$ cat config.mk
export PLATFORM = sky130hd
export DESIGN_NAME = rstgen_top
export DESIGN_NICKNAME = d
export VERILOG_FILES = /design/src/rtl/rstgen_pkg.sv /design/src/rtl/rstgen_timer.sv /design/src/rtl/rstgen_pb_qual.sv /design/src/rtl/rstgen_ctrl.sv /design/src/rtl/rstgen_top.sv
export SDC_FILE = /design/constraint.sdc
export NUM_CORES = 1
export LEC_CHECK = 0
export ABC_CLOCK_PERIOD_IN_PS = 1740
export BUFFER_PORTS_ARGS = -buffer_cell sky130_fd_sc_hd__buf_2
export CAP_MARGIN = 25
export CORE_MARGIN = 2
export CORE_UTILIZATION = 50
export CTS_CLUSTER_SIZE = 30
export DETAILED_ROUTE_END_ITERATION = 12
export HOLD_SLACK_MARGIN = 0.06
export PLACE_DENSITY = 0.83
export RECOVER_POWER = 25
export SYNTH_ARGS = -nofsm -noshare
export SYNTH_HDL_FRONTEND = slang
export SYNTH_HIERARCHICAL = 1
export SYNTH_SLANG_ARGS = --single-unit
$ cat constraint.sdc
create_clock -name clk -period 1.74 [get_ports clk]
set_input_delay 0.174 -clock clk [delete_from_list [all_inputs] [get_ports clk]]
set_output_delay 0.174 -clock clk [all_outputs]
set_load 0.01 [all_outputs]
$ cat src/rtl/rstgen_pkg.sv
package rstgen_pkg;

  typedef enum logic [2:0] {
    RG_OFF     = 3'd0,
    RG_POWERUP = 3'd1,
    RG_RUN     = 3'd2,
    RG_HELD    = 3'd3,
    RG_STRETCH = 3'd4,
    RG_WDOG    = 3'd5
  } rg_state_t;

  function automatic int unsigned rg_max3(input int unsigned a, input int unsigned b,
                                          input int unsigned c);
    int unsigned m;
    m = (a > b) ? a : b;
    return (m > c) ? m : c;
  endfunction

  function automatic int unsigned rg_min3(input int unsigned a, input int unsigned b,
                                          input int unsigned c);
    int unsigned m;
    m = (a < b) ? a : b;
    return (m < c) ? m : c;
  endfunction

endpackage

$ cat src/rtl/rstgen_timer.sv
// Loadable down-counter: a load sets the count, and the count then falls by
// one each edge until it reaches zero, where it rests.
module rstgen_timer #(
  parameter int unsigned WIDTH = 6
) (
  input  logic             clk,
  input  logic             arst_n,
  input  logic             load,
  input  logic [WIDTH-1:0] load_val,
  output logic             expired
);

  logic [WIDTH-1:0] count_q;

  always_ff @(posedge clk or negedge arst_n) begin
    if (!arst_n) begin
      count_q <= '0;
    end else if (load) begin
      count_q <= load_val;
    end else if (count_q != '0) begin
      count_q <= count_q - 1'b1;
    end
  end

  assign expired = (count_q == '0);

endmodule

$ cat src/rtl/rstgen_pb_qual.sv
// Counts consecutive low samples of the button while enabled. It flags the
// edge that completes MIN_LOW of them.
module rstgen_pb_qual #(
  parameter int unsigned MIN_LOW = 4
) (
  input  logic clk,
  input  logic arst_n,
  input  logic enable,
  input  logic pb_n,
  output logic qualified
);

  localparam int unsigned CW = (MIN_LOW < 2) ? 1 : $clog2(MIN_LOW);
  localparam logic [CW-1:0] LAST = CW'(MIN_LOW - 1);

  logic [CW-1:0] low_cnt_q;
  logic          at_last;

  assign at_last   = (low_cnt_q == LAST);
  assign qualified = enable && !pb_n && at_last;

  always_ff @(posedge clk or negedge arst_n) begin
    if (!arst_n) begin
      low_cnt_q <= '0;
    end else if (!enable || pb_n) begin
      low_cnt_q <= '0;
    end else if (!at_last) begin
      low_cnt_q <= low_cnt_q + 1'b1;
    end
  end

endmodule

$ cat src/rtl/rstgen_ctrl.sv
// Sequencing of reset cycles. Each timed state is entered with its length
// minus one loaded into the shared timer, and it leaves on the edge that
// finds the timer expired.
module rstgen_ctrl
  import rstgen_pkg::*;
#(
  parameter int unsigned TRST   = 32,
  parameter int unsigned TPBRST = 20,
  parameter int unsigned TWDRST = 10,
  parameter int unsigned TW     = 6
) (
  input  logic            clk,
  input  logic            arst_n,
  input  logic            pb_n,
  input  logic            pb_qual,
  input  logic            wd_req,
  input  logic            expired,
  output rg_state_t       state_q,
  output rg_state_t       state_d,
  output logic            tmr_load,
  output logic [TW-1:0]   tmr_val
);

  localparam logic [TW-1:0] POR_LOAD = TW'(TRST - 1);
  localparam logic [TW-1:0] PB_LOAD  = TW'(TPBRST - 1);
  localparam logic [TW-1:0] WD_LOAD  = TW'(TWDRST - 1);

  always_comb begin
    state_d  = state_q;
    tmr_load = 1'b0;
    tmr_val  = '0;
    unique case (state_q)
      RG_OFF: begin
        // The block only sees clock edges once power is valid.
        state_d  = RG_POWERUP;
        tmr_load = 1'b1;
        tmr_val  = POR_LOAD;
      end
      RG_POWERUP, RG_STRETCH, RG_WDOG: begin
        if (expired) state_d = RG_RUN;
      end
      RG_RUN: begin
        // The watchdog takes priority over a press that qualifies on the same edge.
        if (wd_req) begin
          state_d  = RG_WDOG;
          tmr_load = 1'b1;
          tmr_val  = WD_LOAD;
        end else if (pb_qual) begin
          state_d = RG_HELD;
        end
      end
      RG_HELD: begin
        if (pb_n) begin
          state_d  = RG_STRETCH;
          tmr_load = 1'b1;
          tmr_val  = PB_LOAD;
        end
      end
      default: state_d = RG_OFF;
    endcase
  end

  always_ff @(posedge clk or negedge arst_n) begin
    if (!arst_n) state_q <= RG_OFF;
    else         state_q <= state_d;
  end

endmodule

$ cat src/rtl/rstgen_top.sv
module rstgen_top
  import rstgen_pkg::*;
#(
  parameter int unsigned TRST   = 32,
  parameter int unsigned TPBMIN = 4,
  parameter int unsigned TPBRST = 20,
  parameter int unsigned TWDRST = 10
) (
  input  logic clk,
  input  logic power_good,
  input  logic pb_n,
  input  logic wd_req,
  output logic rst_n,
  output logic in_reset
);

  localparam int unsigned MAXT = rg_max3(TRST, TPBRST, TWDRST);
  localparam int unsigned TW   = $clog2(MAXT + 1);

  rg_state_t       state_q;
  rg_state_t       state_d;
  logic            tmr_load;
  logic [TW-1:0]   tmr_val;
  logic            expired;
  logic            pb_qual;
  logic            run_now;
  logic            rst_q;

  assign run_now = (state_q == RG_RUN);

  rstgen_pb_qual #(.MIN_LOW(TPBMIN)) pb_qual_i (
    .clk       (clk),
    .arst_n    (power_good),
    .enable    (run_now),
    .pb_n      (pb_n),
    .qualified (pb_qual)
  );

  rstgen_timer #(.WIDTH(TW)) timer_i (
    .clk      (clk),
    .arst_n   (power_good),
    .load     (tmr_load),
    .load_val (tmr_val),
    .expired  (expired)
  );

  rstgen_ctrl #(
    .TRST   (TRST),
    .TPBRST (TPBRST),
    .TWDRST (TWDRST),
    .TW     (TW)
  ) ctrl_i (
    .clk      (clk),
    .arst_n   (power_good),
    .pb_n     (pb_n),
    .pb_qual  (pb_qual),
    .wd_req   (wd_req),
    .expired  (expired),
    .state_q  (state_q),
    .state_d  (state_d),
    .tmr_load (tmr_load),
    .tmr_val  (tmr_val)
  );

  // The reset output comes from its own flop, so it cannot glitch.
  always_ff @(posedge clk or negedge power_good) begin
    if (!power_good) rst_q <= 1'b0;
    else             rst_q <= (state_d == RG_RUN);
  end

  assign rst_n    = rst_q;
  assign in_reset = !run_now;

endmodule

==> results.cfg <==
[run_status]
status = completed

[critical_path]
crit_start = timer_i/count_q[4]
crit_family = simple AND/OR/NAND/NOR gates
worstSetupPathType = flip-flop to flip-flop
slowest_stage = dfrtp_1
end_kind = flip-flop
crit_path_start_kind = flip-flop
cp.arrival_ps = 1810
cp.required_ps = 1930
max_stage_delay_ps = 450
critPathMaxFanout = 4
crit_buf_inv = 1
crit_chain = nor4_4 -> and2_4 -> inv_1 -> o22ai_1 -> a221o_1 -> nor3b_1
r2r_start = timer_i/count_q[4]

[finish]
multiInputGateArea_um2 = 435
syn2layout_area_growth_pct = 10.9
final_area_um2 = 878
drive_gt1_frac = 0.207
layout_commonest_cell = dfrtp_1
nFillCells = 136
final_cell_mix = dfrtp_1 (12), nor2_1 (11), inv_1 (6)
regArea_um2 = 300
antenna_cells = 0
finalNetCount = 100

[routing]
viasPerCell = 5.73
vias = 619
ant_nets = 0
drt-total-wl_um = 1450
first_pass_iters = 4
first_iter_violations = 7
routedWlPerCell_um = 13.4
drc = 0

[grt]
gr-total-overflow = 0
grt_max_degree = 16
grt_antenna_before_repair = 0
grt_pass1_wl_um = 2620
grt_pass1_vias = 630
track_usage = 0.194

[clock_tree]
cts_tree = done
post_cts_buffers = 0
clk_pin_slew_ps = 70
cts.path.max_buffers = 2
h-tree-depth = 1
clock_sinks = 12
insertion_delay_ps = 270
cts-root-buf = clkbuf_4
numCtsBuffers = 3

[pwr]
peakVddDrop_uv = 979
power_density_nw_per_um2 = 1850
power.leakage_uw = 0.000389

[synthesis]
synthMuxAreaShare = 0.0379
synth_area_um2 = 792
synth-edff-count = 0
synth_compound_area_frac = 0.156
async_flop_share = 1.00
synth-seq-area-share = 0.379
yosys_warnings = 6
synth_top_cell_area_share = 0.379
yosysTopAreaCell = dfrtp_1
synth_fa_ha_area_frac = 0.0474
ys_types = 35
synth_top_family_by_area = simple AND/OR/NAND/NOR gates
synth_seq_cells = 12
synth_cells = 84
synth_area_per_cell_um2 = 9.43
synth_area_leaders = dfrtp_1 (38%), nor2_1 (5.2%), ha_1 (4.7%)
synth_nets = 91
yosys.area_share.simple = 0.248
synthFlopType = dfrtp_1
synth_xor_area_frac = 0.0442

[sta]
slew_headroom = 0.577
rsz0062_at_grt = false
worst_slack_ps = 126
min_period_ps = 1610
drv_slew = 0
finalSetupViolations = 0
clock_skew_ps = 1.61
fin_tns_setup_ps = 0
finalCritPeriodShare = 0.927
tightest_slew_ps = 634
fmax_ghz = 0.620
hold_viol = 0

[placement]
io_buffers = 5
gp_congestion = 0.783
placed_cell_area_um2 = 825
post-place-ws_ps = 142
place_hpwl_um = 1060

[die]
initial_core_util = 0.532
ios = 6
die_h_um = 43.8
die-area_um2 = 1920
die_x_um = 43.8
core_area_um2 = 1490
rows = 14

[worst_hold_path]
hp-class = input pin to flip-flop
holdCritStartpoint = pb_n

[run]
cap_violations = 0
==> worst reg2reg max path: stages (launching register included) <==
cell and delay [ps]:
dfrtp_1 450, nor4_4 350, and2_4 210, inv_1 50, o22ai_1 140, a221o_1 170
nor3b_1 170
==> per-stage QoR <==
step / hold slack (ps) / instances / util / total power [µW]
after floorplan: -122 / 84 / - / 1210
after global placement: 55.6 / 103 / 0.554 / 1330
after CTS: 250 / 108 / 0.585 / 1600
after global routing: 293 / 108 / 0.590 / 1760
final: 269 / 108 / 0.590 / 1620
after detailed placement: 64.7 / 103 / 0.554 / 1370
==> cells in the mapped netlist (all sizes together), types with 2 or more instances <==
| library cell | n |
|---|---|
| a21oi | 3 |
| a221oi | 2 |
| buf | 5 |
| dfrtp | 12 |
| ha | 3 |
| inv | 6 |
| mux2i | 3 |
| nand2 | 4 |
| nand2b | 4 |
| nor2 | 11 |
| nor3 | 3 |
| nor3b | 4 |
| o22ai | 2 |
| o31ai | 3 |
| or3b | 2 |
| xnor2 | 3 |
==> kinds of logic after synthesis <==
kind of cell               Yosys count
and+or+nand+nor                     34
DFF                                 12
adders and majority gates            3
AOI/OAI and AO/OA                   15
xor gates and xnor gates             4
other                                1
buffers and inverters               12
muxes                                3
==> per-layer routing <==
| layer | track usage | share of wire | up-vias |
|---|---|---|---|
| met3 | 0.0708 | 0.064 | 7 |
| met1 | 0.235 | 0.43 | 289 |
| met5 | 0 | 0 | - |
| li1 | - | - | 305 |
| met2 | 0.288 | 0.48 | 18 |
| met4 | 0.127 | 0.029 | 0 |
==> registers in the layout, indices dropped and copies added (netlist names) <==
name,cells
ctrl_i/state_q,3
pb_qual_i/low_cnt_q,2
rst_n,1
timer_i/count_q,6
==> final timing paths <==
path	endpoint	slack (ps)	cells past startpoint
max in group asynchronous	timer_i/count_q[3]	910	2
setup / recovery	rst_n	130	6
setup reg to reg	rst_n	130	6
hold / removal	pb_qual_i/low_cnt_q[0]	270	3
min in group asynchronous	ctrl_i/state_q[0]	420	2
hold reg to reg	pb_qual_i/low_cnt_q[1]	550	2
==> final cells by class <==
type / instances / area share
timing repair buffer: 10 / 0.0726
tap: 16 / 0.0228
clock buffer: 4 / 0.0413
inverter: 6 / 0.0256
sequential: 12 / 0.342
multi-input combinational: 60 / 0.496
==> timing repair <==
action,4_1_cts,5_1_grt
setup endpoints to repair,0,1
resized for setup,0,1
hold buffers,1,0
endpoints found under the hold margin,12,0
==> power by group <==
part | internal, µW | switching [µW] | total [µW] | leakage (µW)
clock network | 127 | 91.3 | 219 | 0.0000210
logic | 429 | 431 | 860 | 0.000215
registers | 389 | 156 | 545 | 0.000153
total | 945 | 679 | 1620 | 0.000389
(Power assumes the default switching activity.)
